`config.mk`:
```
export PLATFORM = sky130hd
export DESIGN_NAME = dac_outprot_seq
export DESIGN_NICKNAME = d
export VERILOG_FILES = /design/src/rtl/dac_prot_pkg.sv /design/src/rtl/dps_sync.sv /design/src/rtl/dps_hold_timer.sv /design/src/rtl/dps_switch_fsm.sv /design/src/rtl/dac_outprot_seq.sv
export SDC_FILE = /design/constraint.sdc
export NUM_CORES = 1
export LEC_CHECK = 0
export ABC_AREA = 1
export BUFFER_PORTS_ARGS = -buffer_cell sky130_fd_sc_hd__clkbuf_2
export CELL_PAD_IN_SITES_DETAIL_PLACEMENT = 1
export CELL_PAD_IN_SITES_GLOBAL_PLACEMENT = 1
export CORE_AREA = 2 2 56 58
export DETAILED_ROUTE_END_ITERATION = 7
export DIE_AREA = 0 0 58 60
export PLACE_DENSITY = 0.66
export SLEW_MARGIN = 40
export SYNTH_ARGS = -nofsm -noshare
export SYNTH_HDL_FRONTEND = slang
export SYNTH_SLANG_ARGS = --single-unit
```
`constraint.sdc`:
```
create_clock -name clk -period 1.6 [get_ports clk]
set_clock_uncertainty 0.15 [all_clocks]
set_input_delay 0.32 -clock clk [delete_from_list [all_inputs] [get_ports clk]]
set_output_delay 0.32 -clock clk [all_outputs]
set_load 0.01 [all_outputs]
```
`src/rtl/dac_prot_pkg.sv`:
```
package dac_prot_pkg;
    typedef enum logic [1:0] {
        PS_CLAMPED = 2'd0,
        PS_UNCLAMP = 2'd1,
        PS_DRIVING = 2'd2,
        PS_DETACH  = 2'd3
    } prot_state_e;
endpackage

```
`src/rtl/dps_sync.sv`:
```
module dps_sync #(
    parameter int STAGES = 2
) (
    input  logic clk,
    input  logic rst_n,
    input  logic d_i,
    output logic q_o
);
    logic [STAGES-1:0] pipe;

    generate
        for (genvar g = 0; g < STAGES; g++) begin : g_stage
            if (g == 0) begin : g_first
                always_ff @(posedge clk or negedge rst_n) begin
                    if (!rst_n) pipe[g] <= 1'b0;
                    else        pipe[g] <= d_i;
                end
            end else begin : g_next
                always_ff @(posedge clk or negedge rst_n) begin
                    if (!rst_n) pipe[g] <= 1'b0;
                    else        pipe[g] <= pipe[g-1];
                end
            end
        end
    endgenerate

    assign q_o = pipe[STAGES-1];
endmodule

```
`src/rtl/dps_hold_timer.sv`:
```
module dps_hold_timer #(
    parameter int HOLD_CYC = 250
) (
    input  logic clk,
    input  logic rst_n,
    input  logic load_s_i,
    output logic hold_o
);
    localparam int CNT_W = $clog2(HOLD_CYC + 1);

    logic             load_prev;
    logic             load_edge;
    logic [CNT_W-1:0] cnt;

    // falling edge of the synchronised active-low strobe
    assign load_edge = load_prev && !load_s_i;

    always_ff @(posedge clk or negedge rst_n) begin
        if (!rst_n) begin
            load_prev <= 1'b0;
            cnt       <= '0;
        end else begin
            load_prev <= load_s_i;
            if (load_edge)
                cnt <= CNT_W'(HOLD_CYC);
            else if (cnt != '0)
                cnt <= cnt - 1'b1;
        end
    end

    assign hold_o = (cnt != '0);

    // an edge reloads the full interval
    a_r8_reload: assert property (@(posedge clk) disable iff (!rst_n)
        load_edge |=> (cnt == CNT_W'(HOLD_CYC)));
    // the interval counts down by one per cycle without a new edge
    a_r8_count_down: assert property (@(posedge clk) disable iff (!rst_n)
        (cnt != '0 && !load_edge) |=> (cnt == $past(cnt) - 1'b1));
    // the hold starts only from an edge
    a_r10_no_spurious: assert property (@(posedge clk) disable iff (!rst_n)
        (cnt == '0 && !load_edge) |=> (cnt == '0));
endmodule

```
`src/rtl/dps_switch_fsm.sv`:
```
module dps_switch_fsm
    import dac_prot_pkg::*;
(
    input  logic clk,
    input  logic rst_n,
    input  logic supply_ok_i,
    input  logic ext_ok_i,
    input  logic word_valid_i,
    output logic clamp_o,
    output logic buf_o
);
    prot_state_e state, state_nx;
    logic        cond_ok;

    assign cond_ok = supply_ok_i && ext_ok_i;

    always_comb begin
        state_nx = state;
        unique case (state)
            PS_CLAMPED: if (cond_ok && word_valid_i) state_nx = PS_UNCLAMP;
            PS_UNCLAMP: state_nx = cond_ok ? PS_DRIVING : PS_CLAMPED;
            PS_DRIVING: if (!cond_ok) state_nx = PS_DETACH;
            PS_DETACH:  state_nx = PS_CLAMPED;
        endcase
    end

    always_ff @(posedge clk or negedge rst_n) begin
        if (!rst_n) state <= PS_CLAMPED;
        else        state <= state_nx;
    end

    always_comb begin
        clamp_o = 1'b0;
        buf_o   = 1'b0;
        unique case (state)
            PS_CLAMPED: clamp_o = 1'b1;
            PS_UNCLAMP: ;
            PS_DRIVING: buf_o   = 1'b1;
            PS_DETACH:  ;
        endcase
    end

    // connection only follows a cycle with both conditions good
    a_r2_connect_needs_ok: assert property (@(posedge clk) disable iff (!rst_n)
        $rose(buf_o) |-> $past(cond_ok));
    // a synchronised reset while driving drops the connection next cycle
    a_r3_reset_drops: assert property (@(posedge clk) disable iff (!rst_n)
        (state == PS_DRIVING && !ext_ok_i) |=> !buf_o);
    // supply loss while driving drops the connection next cycle
    a_r5_supply_drops: assert property (@(posedge clk) disable iff (!rst_n)
        (state == PS_DRIVING && !supply_ok_i) |=> !buf_o);
    // a failed condition while unclamping returns to clamped
    a_r11_abort: assert property (@(posedge clk) disable iff (!rst_n)
        (state == PS_UNCLAMP && !cond_ok) |=> (clamp_o && !buf_o));
endmodule

```
`src/rtl/dac_outprot_seq.sv`:
```
module dac_outprot_seq #(
    parameter int HOLD_CYC    = 250,
    parameter int SYNC_STAGES = 2
) (
    input  logic clk,
    input  logic rst_n,
    input  logic supply_ok_i,
    input  logic ext_rst_n_i,
    input  logic word_valid_i,
    input  logic load_n_i,
    output logic clamp_en_o,
    output logic buf_conn_o,
    output logic hold_o,
    output logic supply_rst_o
);
    logic ext_ok_s;
    logic load_n_s;

    dps_sync #(.STAGES(SYNC_STAGES)) u_sync_ext (
        .clk(clk), .rst_n(rst_n), .d_i(ext_rst_n_i), .q_o(ext_ok_s)
    );

    dps_sync #(.STAGES(SYNC_STAGES)) u_sync_load (
        .clk(clk), .rst_n(rst_n), .d_i(load_n_i), .q_o(load_n_s)
    );

    dps_switch_fsm u_fsm (
        .clk          (clk),
        .rst_n        (rst_n),
        .supply_ok_i  (supply_ok_i),
        .ext_ok_i     (ext_ok_s),
        .word_valid_i (word_valid_i),
        .clamp_o      (clamp_en_o),
        .buf_o        (buf_conn_o)
    );

    dps_hold_timer #(.HOLD_CYC(HOLD_CYC)) u_hold (
        .clk(clk), .rst_n(rst_n), .load_s_i(load_n_s), .hold_o(hold_o)
    );

    always_ff @(posedge clk or negedge rst_n) begin
        if (!rst_n) supply_rst_o <= 1'b1;
        else        supply_rst_o <= !supply_ok_i;
    end

    // both switches never closed together
    a_r6_exclusive: assert property (@(posedge clk) disable iff (!rst_n)
        !(clamp_en_o && buf_conn_o));
    // connect closes only after the clamp was already open
    a_r6_break_clamp_first: assert property (@(posedge clk) disable iff (!rst_n)
        $rose(buf_conn_o) |-> $past(!clamp_en_o));
    // clamp closes only after the connect was already open
    a_r6_break_buf_first: assert property (@(posedge clk) disable iff (!rst_n)
        $rose(clamp_en_o) |-> $past(!buf_conn_o));
    // status follows the supply flag by one register
    a_r7_status_bad: assert property (@(posedge clk) disable iff (!rst_n)
        !supply_ok_i |=> supply_rst_o);
    a_r7_status_good: assert property (@(posedge clk) disable iff (!rst_n)
        supply_ok_i |=> !supply_rst_o);
endmodule

```
==> flow_summary.ini, run 1 <==
[critical_path]
worstPathArrival_ps = 1250
critPathCaptureType = primary output
critical_path_peak_fanout = 2
worst-endpoint-required_ps = 1130
critical_path_class = reg -> out
critical_path.startpoint_type = flop

[detailed_routing]
drtAntennaViolNets = 0
drt_iter0_drc = 13
firstDrtPassIters = 4
routed-via-count = 678
drt_drc_violations_left = 0
drt_wirelength_mm = 1.93
vias_per_cell = 4.55
wl_per_cell_um = 13.0

[power_and_ir_drop]
power.leakage_nw = 0.532
switching_share = 0.360
design_power_total_mw = 1.28
cellPowerDensity_mw_per_mm2 = 1220
vdd.ir_drop.worst_mv = 0.683
pwr-share-seq = 0.428
combinationalPowerShare = 0.357
power.share.clock = 0.215
p_int_mw = 0.821
power.net_switching_mw = 0.462

[clock_network]
h-tree-depth = 1
ctsRootBufferMaster = sky130_fd_sc_hd__clkbuf_4
cts.clk_slew.worst_paths_ps = 110
clkLatencyLatePin_ps = 300
cts_tree = built
numClockSinks = 16
numCtsBuffers = 3
ctsLongestPathBuffers = 2

[sta]
setup_viol = 1
post-route-min-period_ps = 1720
final.setup.worst_slack_ps = -125
unrepaired_setup_endpoints_after_global_routing = yes
timing_max_transition_violations_final = 0
hold_viol = 0
max_slew.worst_pin.slew_ps = 412
min_period_over_period = 1.08
finalHoldWorstSlack_ps = 159
max-slew-margin-rel = 0.725
final.setup.tns_ps = -125
clock.fmax_mhz = 580

[run_status]
status = finished, violations left
failed_checks = negative setup slack

[global_route]
grt_max_degree = 17
grt_first_pass_wirelength_mm = 3.22
grt-busiest-layer = met2
globalRouteMet2Util = 0.229
grtUsageMet3 = 0.0455
use_met1 = 0.141
antenna_violations_before_repair = 0
globalRouteOverflowTotal = 0
grt.total_usage = 0.126
grt_pass1_vias = 715

[logic_synthesis]
synth_nets = 97
number_of_synthesized_register_bits = 16
yosys.area.top_type_share = 0.482
yosys.cell_types.count = 20
synth_largest_area_cell = sky130_fd_sc_hd__dfrtp_1
synth-seq-area-share = 0.516
mappedNetlistArea_sq_um = 778
synth.area.top_cells = sky130_fd_sc_hd__dfrtp_1 48%, sky130_fd_sc_hd__nand2_1 7.2%, sky130_fd_sc_hd__nand3_1 7.1%
synth_cells = 89
yosys_warnings = 0
post_synth.cell_area_avg_sq_um = 8.74

[final_layout]
final_cell_mix = 15 x sky130_fd_sc_hd__nand2_1, 15 x sky130_fd_sc_hd__dfrtp_1, 12 x sky130_fd_sc_hd__inv_1, 10 x sky130_fd_sc_hd__nand3_1, 10 x sky130_fd_sc_hd__buf_4
antennaDiodeCount = 0
final_layout_size_suffix_gt1_frac = 0.388
fin_nets = 125
synthesis_to_layout_area_growth_pct = 35.2

[floorplanning]
area_of_the_die_sq_mm = 0.00348
top_level_ports = 10
chipWidth_um = 58
core-area_sq_mm = 0.00290
floorplan.initialDensity = 0.268
floorplan.die.height_um = 60
total_number_of_placement_rows = 20

[min_path]
worst_hold_path_type = in -> reg

[place]
numPortBuffers = 9
detailed_place_hpwl_mm = 1.29
gp_congestion = 0.774

[job]
maxcap_viol_count = 0
-- routing by layer --
| layer | vias up | share of wire |
|---|---|---|
| li1 | 330 | - |
| met1 | 333 | 0.40 |
| met2 | 13 | 0.55 |
| met3 | 2 | 0.042 |
| met4 | 0 | 0.0052 |
| met5 | - | 0 |
-- cells in the mapped netlist --
master	number
sky130_fd_sc_hd__nand4_1	1
sky130_fd_sc_hd__nand2_1	15
sky130_fd_sc_hd__inv_2	3
sky130_fd_sc_hd__nand3_1	11
sky130_fd_sc_hd__o21ai_1	2
sky130_fd_sc_hd__a21oi_1	3
sky130_fd_sc_hd__and3_1	1
sky130_fd_sc_hd__nor2_4	1
sky130_fd_sc_hd__nor2_1	6
sky130_fd_sc_hd__nand3b_1	1
sky130_fd_sc_hd__dfrtp_1	15
sky130_fd_sc_hd__inv_4	1
sky130_fd_sc_hd__ha_1	2
sky130_fd_sc_hd__nand3_2	1
sky130_fd_sc_hd__xor2_1	1
sky130_fd_sc_hd__nor2_2	5
sky130_fd_sc_hd__nand2_2	3
sky130_fd_sc_hd__nand2_4	2
sky130_fd_sc_hd__dfstp_2	1
sky130_fd_sc_hd__inv_1	14
-- power groups by stage --
| stage | combinational (mW) | sequential [mW] | clock (mW) |
|---|---|---|---|
| final | 0.458 | 0.549 | 0.275 |
| after floorplan | 0.250 | 0.541 | 0 |
| after global routing | 0.527 | 0.558 | 0.300 |
| after detailed placement | 0.346 | 0.560 | 0 |
| after global placement | 0.324 | 0.555 | 0 |
| after CTS | 0.414 | 0.551 | 0.286 |
-- final timing paths --
| kind | startpoint | to | slack (ps) | depth (start not counted) |
|---|---|---|---|---|
| min in group asynchronous | rst_n | u_sync_load.pipe[0] | 320 | 2 |
| max in group asynchronous | rst_n | supply_rst_o | 640 | 2 |
| worst min register to register | u_sync_ext.pipe[0] | u_sync_ext.q_o | 220 | 0 |
| worst max-delay path | u_hold.cnt[1] | hold_o | -120 | 6 |
| worst min-delay path | word_valid_i | u_fsm.state[0] | 160 | 3 |
| worst max register to register | u_hold.cnt[1] | u_hold.cnt[2] | 120 | 6 |
-- per-stage QoR --
stage | instance area [sq um] | worst slack, ps | utilization | cells
6_report | 1050 | -125 | 0.363 | 149
5_1_grt | 1050 | -184 | 0.363 | 149
4_1_cts | 996 | -140 | 0.343 | 144
3_5_place_dp | 872 | 78.0 | 0.300 | 132
3_3_place_gp | 872 | 119 | 0.300 | 132
2_1_floorplan | 778 | 248 | - | 89
-- critical path, cell delays in order (launching register included) --
cell	delay, ps
sky130_fd_sc_hd__dfrtp_1	410
sky130_fd_sc_hd__inv_2	80
sky130_fd_sc_hd__ha_4	150
sky130_fd_sc_hd__nand3_4	80
sky130_fd_sc_hd__inv_4	70
sky130_fd_sc_hd__nand2_4	50
sky130_fd_sc_hd__buf_6	110
-- logic make-up (layout without fill, tap and decap cells) --
logic type | after synthesis | count (layout) | share of synthesized area
AND/OR/NAND/NOR | 47 | 47 | 0.318
buffers and inverters | 18 | 45 | 0.0900
flip-flops | 16 | 16 | 0.516
AO/OA/AOI/OAI | 5 | 5 | 0.0321
adder cells (fa/ha/maj) | 2 | 2 | 0.0321
XOR/XNOR | 1 | 1 | 0.0113
-- state kept, by name, indices dropped and copies added (netlist names), named ones only --
| signal | count |
|---|---|
| u_sync_load.pipe | 1 |
| u_sync_ext.pipe | 1 |
| supply_rst_o | 1 |
| u_fsm.state | 1 |
| u_hold.cnt | 8 |
| u_sync_load.q_o | 1 |
| u_sync_ext.q_o | 1 |
| u_hold.load_prev | 1 |
-- final cells by class --
cell class / instances / area (sq um)
Inverter: 18 / 72.6
Fill cell: 353 / 1850
Sequential cell: 16 / 402
Tap cell: 33 / 41.3
Multi-Input combinational cell: 55 / 334
Clock buffer: 4 / 36.3
Timing Repair Buffer: 23 / 166
-- timing repair --
| action | CTS | global route |
|---|---|---|
| pin swaps | 4 | 2 |
| hold endpoints to repair | 18 | 0 |
| buffers inserted | 4 | 5 |
| endpoints found under the setup margin | 1 | 2 |
| hold buffers | 4 | 0 |
| gates resized for setup | 5 | 5 |
(Power assumes the default switching activity.)
==> run 2, diff against run 1 <==
--- a/config.mk
+++ b/config.mk
@@ -12,7 +12,7 @@
 export CORE_AREA = 2 2 56 58
 export DETAILED_ROUTE_END_ITERATION = 7
 export DIE_AREA = 0 0 58 60
-export PLACE_DENSITY = 0.66
+export PLACE_DENSITY_LB_ADDON = 0.1
 export SLEW_MARGIN = 40
 export SYNTH_ARGS = -nofsm -noshare
 export SYNTH_HDL_FRONTEND = slang
==> run 2 against run 1 <==
  * The flow still finishes with violations (negative setup slack)
  * Count of clock-buffer cells in the layout unchanged
  * Critical path depth unchanged
  * Design area grew 1.5%
==> flow_summary.ini, run 2 (same netlist as run 1, synthesis figures left out) <==
[floorplanning]
core-area_sq_mm = 0.00290
area_of_the_die_sq_mm = 0.00348
chipWidth_um = 58
floorplan.die.height_um = 60
top_level_ports = 10
floorplan.initialDensity = 0.268
total_number_of_placement_rows = 20

[critical_path]
critical_path_class = reg -> out
worstPathArrival_ps = 1240
critical_path_peak_fanout = 2
critPathCaptureType = primary output
critical_path.startpoint_type = flop
worst-endpoint-required_ps = 1130

[global_route]
grt.total_usage = 0.116
grt_pass1_vias = 666
antenna_violations_before_repair = 0
globalRouteOverflowTotal = 0
grt_max_degree = 17
grt_first_pass_wirelength_mm = 3.03

[sta]
min_period_over_period = 1.07
final.setup.worst_slack_ps = -114
post-route-min-period_ps = 1710
max_slew.worst_pin.slew_ps = 425
final.setup.tns_ps = -114
setup_viol = 1
max-slew-margin-rel = 0.716
clock.fmax_mhz = 583
hold_viol = 0
timing_max_transition_violations_final = 0
unrepaired_setup_endpoints_after_global_routing = yes

[place]
detailed_place_hpwl_mm = 1.25
numPortBuffers = 9
gp_congestion = 0.643

[clock_network]
cts_tree = built
ctsRootBufferMaster = sky130_fd_sc_hd__clkbuf_4
clkLatencyLatePin_ps = 300
ctsLongestPathBuffers = 2
numCtsBuffers = 3
cts.clk_slew.worst_paths_ps = 120
h-tree-depth = 1
numClockSinks = 16

[detailed_routing]
drtAntennaViolNets = 0
drt_iter0_drc = 7
vias_per_cell = 4.31
firstDrtPassIters = 2
drt_wirelength_mm = 1.78
wl_per_cell_um = 11.8
routed-via-count = 651
drt_drc_violations_left = 0

[min_path]
worst_hold_path_type = in -> reg

[final_layout]
final_common_cell = sky130_fd_sc_hd__nand2_1
fin_nets = 127
final_layout_size_suffix_gt1_frac = 0.415
antennaDiodeCount = 0
largest_register_ffs = 8
layout.core_utilization = 0.368
final_cell_mix = 15 x sky130_fd_sc_hd__nand2_1, 14 x sky130_fd_sc_hd__dfrtp_1, 12 x sky130_fd_sc_hd__buf_4, 10 x sky130_fd_sc_hd__inv_1, 10 x sky130_fd_sc_hd__nand3_1
nFillCells = 349
top_register = u_hold.cnt
synthesis_to_layout_area_growth_pct = 37.3

[run_status]
status = finished, violations left
failed_checks = negative setup slack

[power_and_ir_drop]
power.leakage_nw = 0.553
vdd.ir_drop.worst_mv = 0.465
cellPowerDensity_mw_per_mm2 = 1210
design_power_total_mw = 1.29

[job]
maxcap_viol_count = 0
==> run 2: worst max-delay path, stage by stage, from the launching register on <==
cell                      delay (ps)
sky130_fd_sc_hd__dfrtp_1         410
sky130_fd_sc_hd__inv_2            80
sky130_fd_sc_hd__ha_4            140
sky130_fd_sc_hd__nand3_4          70
sky130_fd_sc_hd__inv_2            80
sky130_fd_sc_hd__nand2_4          50
sky130_fd_sc_hd__buf_6           110
==> run 2: metal layers <==
metal	track usage	wire, um	vias up
met4	0.0498	0	0
met2	0.196	861	6
li1	-	-	334
met1	0.147	875	311
met5	0	0	-
met3	0.0195	45	0
==> run 2: path summary, 6_finish.rpt <==
check	from	end	slack (ps)	cells past startpoint
setup / recovery	u_hold.cnt[1]	hold_o	-110	6
hold / removal	word_valid_i	u_fsm.state[0]	160	3
setup reg to reg	u_hold.cnt[1]	u_hold.cnt[2]	70	6
hold reg to reg	u_sync_load.pipe[0]	u_sync_load.q_o	210	0
max in group asynchronous	rst_n	supply_rst_o	650	2
min in group asynchronous	rst_n	u_hold.cnt[4]	320	2
==> run 2: repair_timing <==
| action | in CTS | in global routing |
|---|---|---|
| cloned | 0 | 0 |
| resized for setup | 6 | 6 |
| pin swaps | 3 | 3 |
| buffers inserted | 6 | 5 |
| endpoints found under the hold margin | 18 | 0 |
| endpoints found under the setup margin | 1 | 1 |
| hold buffers | 4 | 0 |
==> run 2: final cells by class <==
class | count | area, sq um | area share
clock buffers | 4 | 36.3 | 0.0340
flip-flops and latches | 16 | 403 | 0.377
repair buffers | 25 | 181 | 0.170
multi-input cells | 55 | 337 | 0.315
inverters | 18 | 70.1 | 0.0656
well taps | 33 | 41.3 | 0.0386
==> run 2: stage by stage <==
step	instances	setup WS (ps)	cell area [sq um]	hold WS, ps
floorplan	89	248	778	-126
global placement	132	100	872	136
detailed placement	132	69.9	872	130
CTS	146	-139	1010	149
global route	151	-170	1070	186
finish	151	-114	1070	164
==> run 2: power breakdown <==
group          leakage, nW  switching (mW)  internal [mW]
clock network       0.0210           0.147          0.138
registers            0.176          0.0613          0.481
logic                0.356           0.253          0.208
total                0.553           0.461          0.828
